[config.mk]
export PLATFORM = sky130hd
export DESIGN_NAME = gain_coef_estimator
export DESIGN_NICKNAME = d
export VERILOG_FILES = /design/src/rtl/gce_pkg.sv /design/src/rtl/gce_seq.sv /design/src/rtl/gce_div.sv /design/src/rtl/gce_mul.sv /design/src/rtl/gain_coef_estimator.sv
export SDC_FILE = /design/constraint.sdc
export NUM_CORES = 2
export LEC_CHECK = 0
export ABC_CLOCK_PERIOD_IN_PS = 9600
export BUFFER_PORTS_ARGS = -buffer_cell sky130_fd_sc_hd__buf_2
export CAP_MARGIN = 40
export CORE_AREA = 2 2 272 274
export DETAILED_ROUTE_END_ITERATION = 16
export DIE_AREA = 0 0 274 276
export GPL_TIMING_DRIVEN = 0
export PLACE_DENSITY_LB_ADDON = 0.08
export SLEW_MARGIN = 40
export SYNTH_ARGS = -nofsm -noshare
export SYNTH_HDL_FRONTEND = slang
export SYNTH_SLANG_ARGS = --single-unit
[constraint.sdc]
create_clock -name clk -period 9.6 [get_ports clk]
set_input_delay 0 -clock clk [delete_from_list [all_inputs] [get_ports clk]]
set_output_delay 0 -clock clk [all_outputs]
set_load 0.1 [all_outputs]
[src/rtl/gce_pkg.sv]
package gce_pkg;
    typedef enum logic [2:0] {
        SQ_P_BASE,
        SQ_P_INJ,
        SQ_F_OFF_A,
        SQ_F_OFF_B,
        SQ_F_ON_A,
        SQ_F_ON_B
    } seq_state_t;

    typedef enum logic [1:0] {
        DV_IDLE,
        DV_RUN,
        DV_DONE
    } div_state_t;
endpackage

[src/rtl/gce_seq.sv]
module gce_seq
    import gce_pkg::*;
#(
    parameter int CODE_W = 24,
    localparam int NUM_W = CODE_W + 1
) (
    input  logic                     clk,
    input  logic                     rst_n,
    input  logic                     mode_fixed,
    input  logic [CODE_W-1:0]        ref_step,
    input  logic                     smp_valid,
    input  logic signed [CODE_W-1:0] smp_code,
    input  logic                     div_ready,
    output logic                     inject_en,
    output logic                     stage_on,
    output logic                     swap_pol,
    output logic                     div_start,
    output logic [NUM_W-1:0]         div_num,
    output logic [CODE_W-1:0]        div_den,
    output logic                     div_tgt
);
    seq_state_t state_q, eff, nxt;
    logic signed [CODE_W-1:0] hold_q, half_off_q;
    logic signed [NUM_W-1:0]  step_w, pair_w;
    logic signed [CODE_W-1:0] half_w;

    function automatic logic [NUM_W-1:0] mag(input logic signed [NUM_W-1:0] v);
        return v[NUM_W-1] ? NUM_W'(-v) : NUM_W'(v);
    endfunction

    always_comb begin
        eff = state_q;
        if (!mode_fixed && (state_q inside {SQ_F_OFF_A, SQ_F_OFF_B, SQ_F_ON_A, SQ_F_ON_B}))
            eff = SQ_P_BASE;
        if (mode_fixed && (state_q inside {SQ_P_BASE, SQ_P_INJ}))
            eff = SQ_F_OFF_A;
    end

    always_comb begin
        nxt = eff;
        if (smp_valid) begin
            unique case (eff)
                SQ_P_BASE:  nxt = SQ_P_INJ;
                SQ_P_INJ:   nxt = SQ_P_BASE;
                SQ_F_OFF_A: nxt = SQ_F_OFF_B;
                SQ_F_OFF_B: nxt = SQ_F_ON_A;
                SQ_F_ON_A:  nxt = SQ_F_ON_B;
                SQ_F_ON_B:  nxt = SQ_F_OFF_A;
                default:    nxt = SQ_P_BASE;
            endcase
        end
    end

    always_ff @(posedge clk) begin
        if (!rst_n) state_q <= SQ_P_BASE;
        else        state_q <= nxt;
    end

    always_comb begin
        inject_en = 1'b0;
        stage_on  = 1'b0;
        swap_pol  = 1'b0;
        unique case (eff)
            SQ_P_BASE:  ;
            SQ_P_INJ:   inject_en = 1'b1;
            SQ_F_OFF_A: ;
            SQ_F_OFF_B: swap_pol = 1'b1;
            SQ_F_ON_A:  stage_on = 1'b1;
            SQ_F_ON_B:  begin stage_on = 1'b1; swap_pol = 1'b1; end
            default:    ;
        endcase
    end

    assign step_w = NUM_W'(smp_code) - NUM_W'(hold_q);
    assign pair_w = NUM_W'(hold_q) - NUM_W'(smp_code);
    assign half_w = CODE_W'(pair_w >>> 1);

    always_ff @(posedge clk) begin
        if (!rst_n) begin
            hold_q     <= '0;
            half_off_q <= '0;
            div_start  <= 1'b0;
            div_num    <= '0;
            div_den    <= '0;
            div_tgt    <= 1'b0;
        end else begin
            div_start <= 1'b0;
            if (smp_valid) begin
                unique case (eff)
                    SQ_P_BASE, SQ_F_OFF_A, SQ_F_ON_A: hold_q <= smp_code;
                    SQ_F_OFF_B: half_off_q <= half_w;
                    SQ_P_INJ: begin
                        if (ref_step != '0 && div_ready) begin
                            div_start <= 1'b1;
                            div_num   <= mag(step_w);
                            div_den   <= ref_step;
                            div_tgt   <= 1'b0;
                        end
                    end
                    SQ_F_ON_B: begin
                        if (half_off_q != '0 && div_ready) begin
                            div_start <= 1'b1;
                            div_num   <= mag(NUM_W'(half_w));
                            div_den   <= CODE_W'(mag(NUM_W'(half_off_q)));
                            div_tgt   <= 1'b1;
                        end
                    end
                    default: ;
                endcase
            end
        end
    end

    assert_fixed_no_inject_R3: assert property (@(posedge clk) disable iff (!rst_n)
        mode_fixed |-> !inject_en);
    assert_pga_quiet_R2: assert property (@(posedge clk) disable iff (!rst_n)
        !mode_fixed |-> (!stage_on && !swap_pol));
    assert_inject_alternates_R2: assert property (@(posedge clk) disable iff (!rst_n)
        (smp_valid && !mode_fixed && !inject_en) ##1 !mode_fixed |-> inject_en);
endmodule

[src/rtl/gce_div.sv]
module gce_div
    import gce_pkg::*;
#(
    parameter int NUM_W  = 25,
    parameter int DEN_W  = 24,
    parameter int FRAC_W = 22,
    parameter int Q_W    = 24,
    localparam int DVD_W = NUM_W + FRAC_W,
    localparam int CNT_W = $clog2(DVD_W + 1)
) (
    input  logic             clk,
    input  logic             rst_n,
    input  logic             start,
    input  logic [NUM_W-1:0] num,
    input  logic [DEN_W-1:0] den,
    output logic             idle,
    output logic             done,
    output logic [Q_W-1:0]   quo
);
    div_state_t state_q, nxt;
    logic [DVD_W-1:0] dvd_q, q_q;
    logic [DEN_W-1:0] den_q, rem_q;
    logic [CNT_W-1:0] cnt_q;
    logic [DEN_W:0]   trial;
    logic             fits;

    always_comb begin
        nxt = state_q;
        unique case (state_q)
            DV_IDLE: if (start) nxt = DV_RUN;
            DV_RUN:  if (cnt_q == '0) nxt = DV_DONE;
            DV_DONE: nxt = DV_IDLE;
            default: nxt = DV_IDLE;
        endcase
    end

    always_ff @(posedge clk) begin
        if (!rst_n) state_q <= DV_IDLE;
        else        state_q <= nxt;
    end

    assign trial = {rem_q, dvd_q[DVD_W-1]};
    assign fits  = trial >= {1'b0, den_q};

    always_ff @(posedge clk) begin
        if (!rst_n) begin
            dvd_q <= '0;
            q_q   <= '0;
            den_q <= '0;
            rem_q <= '0;
            cnt_q <= '0;
        end else if (state_q == DV_IDLE && start) begin
            dvd_q <= {num, {FRAC_W{1'b0}}};
            q_q   <= '0;
            den_q <= den;
            rem_q <= '0;
            cnt_q <= CNT_W'(DVD_W - 1);
        end else if (state_q == DV_RUN) begin
            rem_q <= fits ? DEN_W'(trial - {1'b0, den_q}) : DEN_W'(trial);
            q_q   <= {q_q[DVD_W-2:0], fits};
            dvd_q <= dvd_q << 1;
            cnt_q <= cnt_q - 1'b1;
        end
    end

    assign idle = (state_q == DV_IDLE);
    assign done = (state_q == DV_DONE);
    assign quo  = (|q_q[DVD_W-1:Q_W]) ? {Q_W{1'b1}} : q_q[Q_W-1:0];

    assert_start_when_idle_R4: assert property (@(posedge clk) disable iff (!rst_n)
        start |-> (state_q == DV_IDLE));
endmodule

[src/rtl/gce_mul.sv]
module gce_mul #(
    parameter int CODE_W = 24,
    parameter int COEF_W = 24,
    parameter int FRAC_W = 22,
    localparam int PROD_W = CODE_W + COEF_W + 1
) (
    input  logic                     clk,
    input  logic                     rst_n,
    input  logic                     in_valid,
    input  logic signed [CODE_W-1:0] in_code,
    input  logic [COEF_W-1:0]        coef,
    output logic                     out_valid,
    output logic signed [CODE_W-1:0] out_code
);
    localparam logic signed [PROD_W-1:0] HALF = PROD_W'(1) << (FRAC_W - 1);
    localparam logic signed [PROD_W-1:0] MAXV = {{(PROD_W-CODE_W+1){1'b0}}, {(CODE_W-1){1'b1}}};
    localparam logic signed [PROD_W-1:0] MINV = {{(PROD_W-CODE_W+1){1'b1}}, {(CODE_W-1){1'b0}}};

    logic signed [PROD_W-1:0] prod, scaled;
    logic signed [CODE_W-1:0] clip;

    assign prod   = PROD_W'(in_code) * $signed({1'b0, coef});
    assign scaled = (prod + HALF) >>> FRAC_W;

    always_comb begin
        if (scaled > MAXV)      clip = MAXV[CODE_W-1:0];
        else if (scaled < MINV) clip = MINV[CODE_W-1:0];
        else                    clip = scaled[CODE_W-1:0];
    end

    always_ff @(posedge clk) begin
        if (!rst_n) begin
            out_valid <= 1'b0;
            out_code  <= '0;
        end else begin
            out_valid <= in_valid;
            if (in_valid) out_code <= clip;
        end
    end

    assert_out_follows_R7: assert property (@(posedge clk) disable iff (!rst_n)
        in_valid |=> out_valid);
    assert_no_spurious_R7: assert property (@(posedge clk) disable iff (!rst_n)
        !in_valid |=> !out_valid);
endmodule

[src/rtl/gain_coef_estimator.sv]
module gain_coef_estimator #(
    parameter int CODE_W = 24,
    parameter int FRAC_W = 22,
    localparam int COEF_W = CODE_W,
    localparam int NUM_W  = CODE_W + 1
) (
    input  logic                     clk,
    input  logic                     rst_n,
    input  logic                     mode_fixed,
    input  logic [CODE_W-1:0]        ref_step,
    input  logic                     smp_valid,
    input  logic signed [CODE_W-1:0] smp_code,
    output logic                     inject_en,
    output logic                     stage_on,
    output logic                     swap_pol,
    output logic [COEF_W-1:0]        pga_coef,
    output logic [COEF_W-1:0]        fga_coef,
    output logic                     out_valid,
    output logic signed [CODE_W-1:0] out_code
);
    localparam logic [COEF_W-1:0] UNITY = COEF_W'(1) << FRAC_W;

    logic              div_start, div_tgt, div_idle, div_done, div_ready;
    logic [NUM_W-1:0]  div_num;
    logic [CODE_W-1:0] div_den;
    logic [COEF_W-1:0] div_quo;
    logic              tgt_q;

    assign div_ready = div_idle && !div_start;

    gce_seq #(.CODE_W(CODE_W)) u_seq (
        .clk, .rst_n, .mode_fixed, .ref_step, .smp_valid, .smp_code,
        .div_ready, .inject_en, .stage_on, .swap_pol,
        .div_start, .div_num, .div_den, .div_tgt
    );

    gce_div #(.NUM_W(NUM_W), .DEN_W(CODE_W), .FRAC_W(FRAC_W), .Q_W(COEF_W)) u_div (
        .clk, .rst_n, .start(div_start), .num(div_num), .den(div_den),
        .idle(div_idle), .done(div_done), .quo(div_quo)
    );

    always_ff @(posedge clk) begin
        if (!rst_n) begin
            pga_coef <= UNITY;
            fga_coef <= UNITY;
            tgt_q    <= 1'b0;
        end else begin
            if (div_start) tgt_q <= div_tgt;
            if (div_done) begin
                if (tgt_q) fga_coef <= div_quo;
                else       pga_coef <= div_quo;
            end
        end
    end

    gce_mul #(.CODE_W(CODE_W), .COEF_W(COEF_W), .FRAC_W(FRAC_W)) u_mul (
        .clk, .rst_n, .in_valid(smp_valid), .in_code(smp_code),
        .coef(mode_fixed ? fga_coef : pga_coef),
        .out_valid, .out_code
    );

    assert_coef_hold_R10: assert property (@(posedge clk) disable iff (!rst_n)
        !div_done |=> ($stable(pga_coef) && $stable(fga_coef)));
    assert_nonzero_den_R6: assert property (@(posedge clk) disable iff (!rst_n)
        div_start |-> (div_den != '0));
endmodule

Yosys cells after proc, flatten, opt, wreduce, memory -nomap -nowiden:

Index checks and enable logic that the tools add are counted.

* eq/ne operators: 16
* bitwise gates (word level): 2
* $lt $le $gt $ge: 3
* mux-type cells: 34
* reductions and logical operators: 30
* $add $sub $neg: 8
* multipliers: 1

Operators by type and width (number)
* two-way mux 24 bit: 8
* two-way mux 25 bit: 4
* two-way mux 47 bit: 2
* case mux 25 bit (2 select lines): 1
* subtractor 24 x 24 -> 25 bit: 2
* adder 49 x 23 -> 49 bit, second input constant: 1
* multiplier 24 x 25 -> 49 bit: 1
* case mux 24 bit (2 select lines): 1
* nonzero test 24 bit: 2
* > comparator 27 x 24 -> 1 bit, second input constant: 1
* < comparator 27 x 24 -> 1 bit, second input constant: 1
* >= comparator 25 x 24 -> 1 bit: 1
* negator 24 -> 25 bit: 1
* negator 25 bit: 1
* negator 24 bit: 1
* subtractor 24 bit: 1
* OR reduction 23 bit: 1
* case mux 3 bit (5 select lines): 1
* == test 3 x 2 -> 1 bit, second input constant: 4
* == test 3 bit, second input constant: 4
* two-way mux 6 bit: 2
* AND reduction 2 bit: 6
* two-way mux 3 bit: 3
* != test 2 x 1 -> 1 bit, second input constant: 4
* other kinds (19): 40

* flip-flop bits (word level): 304
* logic and storage cells: 113
* output and inout port bits: 76
* input bits: 52

Longest topological paths before layout:

* depth after elaboration: 8
* depth in mapped cells: 33

Hierarchy:

A second synthesis with hierarchy kept.

* cells, all modules: 4501
* area, all modules: 37648.6 um^2

By module, submodules not included
* gce_mul: area an instance 20211.9 um^2, times used 1, cells each 2281
* gce_seq: area an instance 8714.6 um^2, times used 1, cells each 1186
* gce_div: area an instance 6513.7 um^2, times used 1, cells each 816
* gain_coef_estimator: area an instance 2208.4 um^2, times used 1, cells each 218

Worst setup path before layout:

Ideal clock, no wire load.

* path kind: input-to-reg
* start: in mode_fixed
* end: reg u_mul.out_code[13]
* slack: 0.907 ns
* stages on the path: 32
* arrival: 8.559 ns
* cells stage by stage: buf_1 > clkbuf_1 > clkbuf_1 > mux2i_1 > clkbuf_1 > nor2_1 > fa_1 > fa_1 > inv_1 > fa_1 > inv_1 > fa_1 > inv_1 > fa_1 > inv_1 > fa_1 > inv_1 > fa_1 > inv_1 > ha_1 > nor3_1 > o21ai_0 > a31oi_1 > o21ai_0 > a221oi_1 > nand2_1 > a31o_2 > a311o_1 > xnor2_1 > a22o_1 > clkbuf_1 > o22ai_1

* cells in the longest elaborated chain, start to end: 6
* elaborated cells between the ends (all ways): 7
* classes of those cells: add/sub: 1; mul: 1; order compare: 2; mux: 3

Ends and longest elaborated chain
* from (decl): line gain_coef_estimator.sv:9 `input logic mode_fixed,`
* two-way mux 24 bit *: line gain_coef_estimator.sv:58 `.coef(mode_fixed ? fga_coef : pga_coef),`
* multiplier 24 x 25 -> 49 bit *: line gce_mul.sv:22 `assign prod = PROD_W'(in_code) * $signed({1'b0, coef});`
* adder 49 x 23 -> 49 bit *: line gce_mul.sv:23 `assign scaled = (prod + HALF) >>> FRAC_W;`
* < comparator 27 x 24 -> 1 bit: line gce_mul.sv:27 `else if (scaled < MINV) clip = MINV[CODE_W-1:0];`
* two-way mux 24 bit: line gce_mul.sv:27
* two-way mux 24 bit *: line gce_mul.sv:26 `if (scaled > MAXV) clip = MAXV[CODE_W-1:0];`
* to (signal assigned): line gce_mul.sv:37 `if (in_valid) out_code <= clip;`
* to (decl): line gce_mul.sv:13 `output logic signed [CODE_W-1:0] out_code`

Mark *: on every way between the ends. The rest lies on a longest branch, timed or not.
A chain may end at the register's enable or synchronous reset.

Worst setup path in the final report:

* start: reg fga_coef[13]
* end: reg u_mul.out_code[8]

* cells in the longest elaborated chain, start to end: 6
* elaborated cells between the ends (all ways): 7
* classes of those cells: add/sub: 1; mul: 1; order compare: 2; mux: 3

Ends and longest elaborated chain
* from (decl): line gain_coef_estimator.sv:17 `output logic [COEF_W-1:0] fga_coef,`
* from (signal assigned): line gain_coef_estimator.sv:50 `if (tgt_q) fga_coef <= div_quo;`
* two-way mux 24 bit *: line gain_coef_estimator.sv:58
* multiplier 24 x 25 -> 49 bit *: line gce_mul.sv:22
* adder 49 x 23 -> 49 bit *: line gce_mul.sv:23
* < comparator 27 x 24 -> 1 bit: line gce_mul.sv:27
* two-way mux 24 bit: line gce_mul.sv:27
* two-way mux 24 bit *: line gce_mul.sv:26

Marked as above.

==> results.json <==
{
  "grt_usage": 0.327,
  "final_hold_viol_count": 0,
  "dp.cells": 5483,
  "path_buf_inv": 6,
  "grt_max_degree": 15,
  "outcome": "finished, final reports clean",
  "ys_warn_count": 0,
  "dr.pass1.iters": 8,
  "coreArea_um2": 72600,
  "relSlewSlack": 0.406,
  "met3_wirelength_um": 9010,
  "hold_slack_ns": 0.0257,
  "synth_area_um2": 36000,
  "tightest_slew_ns": 0.891,
  "dieArea_um2": 75600,
  "finalCriticalPeriod_ns": 9.15,
  "ys_seq_area_frac": 0.169,
  "h-tree-depth": 2,
  "final_cells": 5573,
  "min_path_type": "in2reg",
  "postLayoutCoreUtil": 0.544,
  "avgSynthCellArea_um2": 8.20,
  "synth_edf_count": 0,
  "syn-num-nets": 5204,
  "max_cap_viol_count": 0,
  "grt_setup_unrepaired": "false",
  "fmax_ghz": 0.109,
  "grt_pass1_wl_um": 189000,
  "drt_iter0_drc": 2651,
  "setup_viol": 0,
  "drc": 0,
  "clock_sink_count": 304,
  "clk_pin_slew_ns": 0.06,
  "critPathTopFamily": "adder cells",
  "clock-skew-final_ns": 0.0389,
  "p_total_mw": 4.11,
  "mostFrequentLayoutCells": "nand2_1 (712), inv_1 (651), fa_1 (485)",
  "place_ws_ns": -2.29,
  "gp_congestion": 0.989,
  "cts_tree": "built",
  "dp_hpwl_um": 101000,
  "end_kind": "register",
  "cts_buffer_depth": 3,
  "slew_violations": 0,
  "power_leakage_nw": 18.5,
  "min_period_over_period": 0.953,
  "routedWlPerCell_um": 22.0,
  "yosys_most_used_dff": "dfxtp_1",
  "areaGrowthSynthToFinish_pct": 9.73,
  "cp_max_fo": 10,
  "syn_inst": 4394,
  "root_buffer": "clkbuf_16",
  "final_common_cell": "nand2_1",
  "slowest_delay_ns": 0.67,
  "rows": 99,
  "powerDensity_nw_per_um2": 104,
  "cp_slowest_cell": "clkbuf_1",
  "synth.distinct_cells": 82,
  "avgViaCountPerCell": 5.63,
  "place_area_um2": 37900,
  "grt-ovfl-total": 0,
  "route.vias.total": 31400,
  "wl_met2_um": 56200,
  "crit_top_cell": "fa_1",
  "ant_nets": 0,
  "critPathRequiredTime_ns": 10.04,
  "cts-buffers-inserted": 37,
  "drt_wl_total_um": 122000,
  "initial_core_util": 0.496,
  "antenna_found_initial": 8,
  "async_flop_share": 0,
  "clk_latency_ns": 0.57,
  "layout_setup_ws_ns": 0.447,
  "vdd_drop_max_mv": 0.212,
  "crit_type": "reg2reg",
  "wl_met1_um": 50700,
  "synth-seq-cells": 304,
  "die_w_um": 274,
  "highest_layer": "met5",
  "io_pins": 128,
  "fin_area_um2": 39500,
  "grt_pass1_vias": 31600,
  "drive_gt1_frac": 0.0629,
  "die_h_um": 276,
  "crit_arrival_ns": 9.59,
  "fin_nets": 5397,
  "io_buffers": 127,
  "crit_path_start_kind": "register",
  "setup-tns-final_ns": 0
}
-- layout make-up --
class	count	area [um2]
diodes	3	7.51
plain buffers	238	951
clock buffers	47	1030
clock inverters	16	178
fillers	7120	33100
inverters	661	2490
multi-input cells	3187	26600
flip-flops and latches	304	6090
well taps	959	1200
repair buffers	158	941
-- where the power goes --
| group | internal, mW | switching [mW] |
|---|---|---|
| combinational | 0.425 | 0.918 |
| clock | 0.843 | 0.597 |
| sequential | 1.30 | 0.0264 |
-- worst register-to-register path, stage by stage (launching register included) --
cell      delay [ns]
dfxtp_1         0.51
mux2_2          0.28
clkbuf_1        0.67
nand2_1         0.20
fa_1            0.56
fa_1            0.45
fa_1            0.52
fa_1            0.52
inv_1           0.06
fa_1            0.49
fa_1            0.49
inv_1           0.05
fa_1            0.52
inv_1           0.04
ha_1            0.37
o211ai_1        0.25
o21ai_0         0.25
a31oi_1         0.21
o21ai_0         0.19
a221oi_4        0.34
buf_12          0.15
nand2_1         0.12
a31o_2          0.35
a311o_1         0.39
xnor2_2         0.35
a22o_1          0.32
clkbuf_2        0.28
o22ai_1         0.14
-- metal layers --
| layer | up-vias | track usage |
|---|---|---|
| li1 | 14500 | - |
| met1 | 15400 | 0.428 |
| met2 | 1153 | 0.531 |
| met3 | 304 | 0.0573 |
| met4 | 6 | 0.144 |
| met5 | - | 0 |
-- what timing repair did --
action / in CTS / in global routing
buffers inserted: 0 / 3
resized for setup: 25 / 26
endpoints found under the setup margin: 24 / 23
hold buffers: 25 / 0
endpoints found under the hold margin: 25 / 0
pin swaps: 0 / 1
-- worst paths after layout --
path	start	to	slack, ns	depth (start not counted)
setup reg to reg	fga_coef[13]	u_mul.out_code[8]	0.45	27
hold / removal	smp_code[21]	u_seq.hold_q[21]	0.03	4
setup / recovery	fga_coef[13]	u_mul.out_code[8]	0.45	27
hold reg to reg	u_div.q_q[19]	u_div.q_q[20]	0.45	2
-- synthesized netlist by cell type (7+ instances only) --
| library cell | instances | area share |
|---|---|---|
| o21ai_0 | 151 | 0.021 |
| a222oi_1 | 22 | 0.0061 |
| buf_1 | 14 | 0.0015 |
| o22ai_1 | 28 | 0.0049 |
| nand2_1 | 712 | 0.074 |
| nor2b_1 | 23 | 0.0040 |
| and4_1 | 7 | 0.0017 |
| xor2_1 | 45 | 0.011 |
| nor3_1 | 49 | 0.0068 |
| o21a_1 | 15 | 0.0031 |
| ha_1 | 273 | 0.095 |
| nor2_1 | 394 | 0.041 |
| nor4_1 | 22 | 0.0038 |
| dfxtp_1 | 304 | 0.17 |
| a22oi_1 | 28 | 0.0058 |
| and3_1 | 21 | 0.0036 |
| o31a_1 | 8 | 0.0019 |
| mux2i_1 | 30 | 0.0083 |
| clkbuf_1 | 223 | 0.023 |
| a211oi_1 | 25 | 0.0052 |
| o211a_1 | 55 | 0.015 |
| inv_1 | 651 | 0.068 |
| and2_1 | 93 | 0.016 |
| fa_1 | 485 | 0.27 |
| mux2_2 | 26 | 0.0081 |
| xnor2_1 | 104 | 0.025 |
| nand4_1 | 20 | 0.0035 |
| o21bai_1 | 13 | 0.0027 |
| o211ai_1 | 26 | 0.0054 |
| nand3_1 | 31 | 0.0043 |
| a31oi_1 | 16 | 0.0028 |
| clkinv_1 | 10 | 0.0010 |
| o31ai_1 | 13 | 0.0027 |
| a21oi_1 | 187 | 0.026 |
| a21o_1 | 40 | 0.0083 |
| or3_1 | 12 | 0.0021 |
| nand2b_1 | 33 | 0.0057 |
| a21boi_0 | 80 | 0.017 |
-- registers in the layout (all words and copies together) (netlist names) --
register          count
u_div.q_q            47
u_div.dvd_q          25
u_seq.div_num        25
fga_coef             24
pga_coef             24
u_div.den_q          24
u_div.rem_q          24
u_mul.out_code       24
u_seq.div_den        24
u_seq.half_off_q     24
u_seq.hold_q         24
u_div.cnt_q           6
u_seq.state_q         3
u_div.state_q         2
tgt_q                 1
u_mul.out_valid       1
u_seq.div_start       1
u_seq.div_tgt         1
-- cells by family (layout without fill, tap and decap cells) --
kind of cell	after synthesis	count (layout)	share of synthesized area
and+or+nand+nor	1456	1456	0.176
buffers and inverters	903	1120	0.0945
AOI/OAI and AO/OA	768	768	0.144
adders and majority gates	758	758	0.364
DFF	304	304	0.169
xor gates and xnor gates	149	149	0.0362
muxes	56	56	0.0165
other	0	3	0
No activity file was read; power rests on OpenSTA's default activity.
